[src/rtl/vcp_pkg.sv]
package vcp_pkg;
  localparam int OP_W = 6;

  typedef enum logic [1:0] {
    STEP_NONE = 2'd0,
    STEP_XINC = 2'd1,
    STEP_YINC = 2'd2,
    STEP_YDEC = 2'd3
  } step_e;

  typedef struct packed {
    logic  ld_x;
    logic  ld_y;
    logic  data;
    step_e step;
  } opdec_t;
endpackage

[src/rtl/vcp_decode.sv]
module vcp_decode
  import vcp_pkg::*;
(
  input  logic [OP_W-1:0] op,
  output opdec_t          dec
);
  always_comb begin
    dec = '{ld_x: 1'b0, ld_y: 1'b0, data: 1'b0, step: STEP_NONE};
    case (op)
      6'd0: dec.ld_x = 1'b1;
      6'd1: dec.ld_y = 1'b1;
      6'd2: dec.data = 1'b1;
      6'd3: begin dec.data = 1'b1; dec.step = STEP_XINC; end
      6'd4: begin dec.data = 1'b1; dec.step = STEP_YINC; end
      6'd5: begin dec.data = 1'b1; dec.step = STEP_YDEC; end
      default: ;
    endcase
  end
endmodule

[src/rtl/vcp_addr_regs.sv]
module vcp_addr_regs
  import vcp_pkg::*;
#(
  parameter int XW = 10,
  parameter int YW = 10,
  parameter int DW = 16
) (
  input  logic          clk,
  input  logic          rst,
  input  logic          commit,
  input  opdec_t        dec_q,
  input  logic [DW-1:0] wdata_q,
  output logic [XW-1:0] x,
  output logic [YW-1:0] y
);
  localparam logic [XW-1:0] XONE = XW'(1);
  localparam logic [YW-1:0] YONE = YW'(1);

  always_ff @(posedge clk) begin
    if (rst) begin
      x <= '0;
      y <= '0;
    end else if (commit) begin
      if (dec_q.ld_x) x <= wdata_q[XW-1:0];
      if (dec_q.ld_y) y <= wdata_q[YW-1:0];
      if (dec_q.data) begin
        case (dec_q.step)
          STEP_XINC: x <= x + XONE;
          STEP_YINC: y <= y + YONE;
          STEP_YDEC: y <= y - YONE;
          default: ;
        endcase
      end
    end
  end
endmodule

[src/rtl/vcp_path.sv]
module vcp_path #(
  parameter int AW = 20,
  parameter int DW = 16
) (
  input  logic          clk,
  input  logic          rst,
  input  logic          begin_data,
  input  logic          end_acc,
  input  logic          we_live,
  input  logic [DW-1:0] wdata_live,
  input  logic          we_q,
  input  logic [AW-1:0] cpu_addr,
  input  logic [AW-1:0] scan_addr,
  input  logic [DW-1:0] mem_rdata,
  output logic [AW-1:0] mem_addr,
  output logic          mem_we,
  output logic [DW-1:0] mem_wdata,
  output logic          cpu_sel,
  output logic [DW-1:0] cpu_rdata
);
  always_ff @(posedge clk) begin
    if (rst) begin
      mem_addr  <= '0;
      mem_we    <= 1'b0;
      mem_wdata <= '0;
      cpu_sel   <= 1'b0;
      cpu_rdata <= '0;
    end else if (begin_data) begin
      cpu_sel   <= 1'b1;
      mem_addr  <= cpu_addr;
      mem_we    <= we_live;
      mem_wdata <= wdata_live;
    end else if (cpu_sel && end_acc) begin
      cpu_sel  <= 1'b0;
      mem_we   <= 1'b0;
      mem_addr <= scan_addr;
      if (!we_q) cpu_rdata <= mem_rdata;
    end else if (!cpu_sel) begin
      mem_addr <= scan_addr;
    end
  end
endmodule

[src/rtl/vram_cpu_port.sv]
module vram_cpu_port
  import vcp_pkg::*;
#(
  parameter int XW = 10,
  parameter int YW = 10,
  parameter int DW = 16
) (
  input  logic               clk,
  input  logic               rst,
  input  logic               cpu_strobe,
  input  logic [OP_W-1:0]    cpu_op,
  input  logic               cpu_we,
  input  logic [DW-1:0]      cpu_wdata,
  output logic [DW-1:0]      cpu_rdata,
  input  logic [XW+YW-1:0]   scan_addr,
  output logic [XW+YW-1:0]   mem_addr,
  output logic               mem_we,
  output logic [DW-1:0]      mem_wdata,
  input  logic [DW-1:0]      mem_rdata,
  output logic               cpu_sel
);
  localparam int AW = XW + YW;

  logic          strobe_q;
  logic          start, stop;
  opdec_t        dec_live, dec_q;
  logic          we_q;
  logic [DW-1:0] wdata_q;
  logic [XW-1:0] x;
  logic [YW-1:0] y;

  assign start = cpu_strobe & ~strobe_q;
  assign stop  = ~cpu_strobe & strobe_q;

  vcp_decode u_dec (.op(cpu_op), .dec(dec_live));

  always_ff @(posedge clk) begin
    if (rst) begin
      strobe_q <= 1'b0;
      dec_q    <= '{ld_x: 1'b0, ld_y: 1'b0, data: 1'b0, step: STEP_NONE};
      we_q     <= 1'b0;
      wdata_q  <= '0;
    end else begin
      strobe_q <= cpu_strobe;
      if (start) begin
        dec_q   <= dec_live;
        we_q    <= cpu_we;
        wdata_q <= cpu_wdata;
      end
    end
  end

  vcp_addr_regs #(.XW(XW), .YW(YW), .DW(DW)) u_regs (
    .clk(clk), .rst(rst), .commit(stop), .dec_q(dec_q),
    .wdata_q(wdata_q), .x(x), .y(y)
  );

  vcp_path #(.AW(AW), .DW(DW)) u_path (
    .clk(clk), .rst(rst),
    .begin_data(start & dec_live.data), .end_acc(stop),
    .we_live(cpu_we), .wdata_live(cpu_wdata), .we_q(we_q),
    .cpu_addr({y, x}), .scan_addr(scan_addr), .mem_rdata(mem_rdata),
    .mem_addr(mem_addr), .mem_we(mem_we), .mem_wdata(mem_wdata),
    .cpu_sel(cpu_sel), .cpu_rdata(cpu_rdata)
  );
endmodule

[config.mk]
export PLATFORM = sky130hd
export DESIGN_NAME = vram_cpu_port
export DESIGN_NICKNAME = d
export VERILOG_FILES = /design/src/rtl/vcp_pkg.sv /design/src/rtl/vcp_decode.sv /design/src/rtl/vcp_addr_regs.sv /design/src/rtl/vcp_path.sv /design/src/rtl/vram_cpu_port.sv
export SDC_FILE = /design/constraint.sdc
export NUM_CORES = 1
export LEC_CHECK = 0
export CAP_MARGIN = 20
export CORE_MARGIN = 2
export CORE_UTILIZATION = 50
export CTS_CLUSTER_SIZE = 10
export DETAILED_ROUTE_END_ITERATION = 6
export DONT_BUFFER_PORTS = 1
export GPL_ROUTABILITY_DRIVEN = 0
export GPL_TIMING_DRIVEN = 0
export PLACE_DENSITY = 0.65
export SLEW_MARGIN = 20
export SYNTH_ARGS = -nofsm -noshare
export SYNTH_HDL_FRONTEND = slang
export SYNTH_SLANG_ARGS = --single-unit
[constraint.sdc]
create_clock -name clk -period 6.5 [get_ports clk]
set_clock_uncertainty 0.15 [all_clocks]
set_input_delay 1.3 -clock clk [delete_from_list [all_inputs] [get_ports clk]]
set_output_delay 1.3 -clock clk [all_outputs]
set_load 0.02 [all_outputs]
==> impl_results.md <==
- Final WS setup: 3.623 ns
- Clk sink count: 91
- F_max: 0.3476 GHz
- Clk slew on worst S/H paths: 0.09 ns
- Setup WS pre-CTS: 3.258 ns
- Mapped Avg Cell Area: 7.689 sq um
- Die ar.: 0.009001 sq mm
- Total track usage: 0.2574
- Power density over the cells: 231.5 mW/mm^2
- Fillers: 814
- Total negative slack: 0 ns
- WP buf/inv: 2
- Slowest cell on crit path: nor3_1
- Final setup vio count: 0
- Design area: 0.004453 sq mm
- Setup CP Type: input pin to register
- Number of global-route vias before repair: 3,735
- Antenna cells: 0
- Fin util: 0.5502
- DRC Markers: 0
- Largest net degree at the start of global routing: 16
- Hold-fix buffers, CTS: 0
- Leakage: 1.526 nW
- CTS tree: done
- First-pass DRT Iterations: 5
- Cells after Synth: 537
- Sequential area share after synthesis: 0.4412
- Worst Setup Start Kind: input pin
- Worst setup EP type: register
- Setup bufs post-CTS: 0
- ANT nets after route: 0
- Ys async rst share: 0
- H-tree levels: 3
- Synth Flop Type: dfxtp_1
- Nets@finish: 612
- Hold Startpoint: wdata_q[2]$_SDFFE_PP0P_
- Minimum clock period: 2.877 ns
- Crit-path max cell delay: 0.39 ns
- Most instantiated cells after synthesis: nand2_1, dfxtp_1, a21oi_1
- Final hold vios: 0
- Clock Path Buffers: 2
- Starting Density: 0.5102
- Reg-to-reg startpoint: dec_q[0]$_SDFFE_PP0P_
- Synth top area share: 0.4412
- Port Buffers: 0
- RSZ-0062 raised after global routing: no
- Req. time, crit path: 6.62 ns
- Num rows: 33
- DRT iter0 DRCs: 275
- Vias: 3,974
- Synth Register Bits: 91
- Clock root buffer: clkbuf_8
- Worst vdd ir: 122.6 uV
- Global-route wire length before repair: 18,130 um
- DR vias/cell: 6.040
- Die Y: 94.88 um
- Post-cts resize count: 0
- Initial antenna violation count: 0
- Placed Area: 0.004260 sq mm
- CTS buffer count: 9
- Post-synth EDFFs: 0
- Worst Path Max Fanout: 10
- Fin Hold WS: 0.3561 ns
- Slew @ Worst Pin: 0.6192 ns
- Most common cell in the synthesized netlist: nand2_1
- I/O pin total: 116
- Mapped Area: 0.004129 sq mm
- Core footprint: 0.008093 sq mm
- Fraction of layout cells with a size suffix above 1: 0.05606
- Crit path max-delay family: simple AND/OR/NAND/NOR gates
- YS warnings: 0
- Worst relative slew slack: 0.5872
- Routed len/inst: 17.35 um
- Worst path arrival time: 2.99 ns
- Gr ovfl total: 0
- Post-synth top area cell: dfxtp_1
- Drt total wl: 11,410 um
- CP Cell Sequence: nor3_1 > nand3_1 > clkbuf_1 > buf_1 > a311oi_1
- Tcrit/Tclk final: 0.4426
- Hold WC Path Type: register to register
- Synth area leaders: dfxtp_1, nand2_1, a21oi_1
- DP HPWL: 8346 um
- Post-Syn Nets: 601
- Crit. Startpoint: cpu_op[3]
- Cell variety after synth: 50
- Die width: 94.88 um
- Status: finished, final reports clean
- Final Max Slew Viols: 0
- Synth-to-Final Area Change: 7.848%
- Max Cap Viol: 0
- Clk_lat worst skew: 0.36 ns
## tightest hold or removal path: stages (launching register included)
cell and delay, ns:
dfxtp_1 0.35, nand2_1 0.06, a21oi_1 0.05
## stage by stage
| stage | instances | power (mW) |
|---|---|---|
| 2_1_floorplan | 537 | 0.6396 |
| 3_3_place_gp | 642 | 0.6549 |
| 3_5_place_dp | 642 | 0.6567 |
| 4_1_cts | 658 | 1.032 |
| 5_1_grt | 658 | 1.064 |
| 6_report | 658 | 1.031 |
## where the power goes
part           switching, mW  total, mW  internal, mW  leakage (nW)
clock                  0.206      0.387         0.181        0.0979
combinational         0.0331     0.0490        0.0159         0.687
sequential            0.0236      0.595         0.571         0.741
## layer usage
metal  up-vias  track usage  wire [um]
met3        20      0.06305       1007
met5         -            0          0
met2       176       0.4143       5091
met1      1860       0.3335       5087
li1       1918            -          -
met4         0      0.09783        228
## state kept, by name, summed over array words and instances, names as in the netlist
register / cells
u_path.mem_addr: 20
u_path.cpu_rdata: 16
u_path.mem_wdata: 16
u_regs.x: 10
u_regs.y: 10
wdata_q: 10
dec_q: 5
strobe_q: 1
u_path.cpu_sel: 1
u_path.mem_we: 1
we_q: 1
## cells by family (layout without fill, tap and decap cells)
logic type / count (synthesis) / count (layout) / synth area share
compound gates: 134 / 134 / 0.2070
xor+xnor: 4 / 4 / 0.008486
fa+ha+maj: 2 / 2 / 0.006060
buf+inv: 50 / 66 / 0.05273
flops: 91 / 91 / 0.4412
mux: 5 / 5 / 0.01273
simple gates: 251 / 251 / 0.2718
## final timing paths
path / end / slack, ns / depth (start not counted)
min: wdata_q[2]$_SDFFE_PP0P_ / 0.36 / 2
min reg2reg: wdata_q[2]$_SDFFE_PP0P_ / 0.36 / 2
max reg2reg: u_regs.y[6]$_SDFFE_PP0P_ / 3.69 / 11
max: u_path.mem_addr[14]$_SDFFE_PP0P_ / 3.62 / 5
## final cells by class
type,count,area (sq um),area share
Clock inverter,5,61.31,0.01377
Clock buffer,11,131.4,0.02950
Multi-Input combinational cell,396,2090,0.4692
Sequential cell,91,1822,0.4091
Tap cell,105,131.4,0.02950
Inverter,3,11.26,0.002529
Buffer,47,206.4,0.04636
## cells in the final DEF, fill, tap and decap left out, types with 4 or more instances in the layout
| master | instances |
|---|---|
| nand2_1 | 133 |
| dfxtp_1 | 91 |
| a21oi_1 | 64 |
| clkbuf_1 | 40 |
| nor2_1 | 40 |
| nand3_1 | 31 |
| a311oi_1 | 21 |
| o21ai_0 | 13 |
| clkbuf_8 | 11 |
| nor3_1 | 9 |
| a31oi_1 | 7 |
| nand3b_1 | 7 |
| a22oi_1 | 5 |
| buf_1 | 4 |
| o221ai_1 | 4 |
| a211oi_1 | 4 |
| nand4_1 | 4 |
Note: power is estimated with default switching activity, not from simulation.
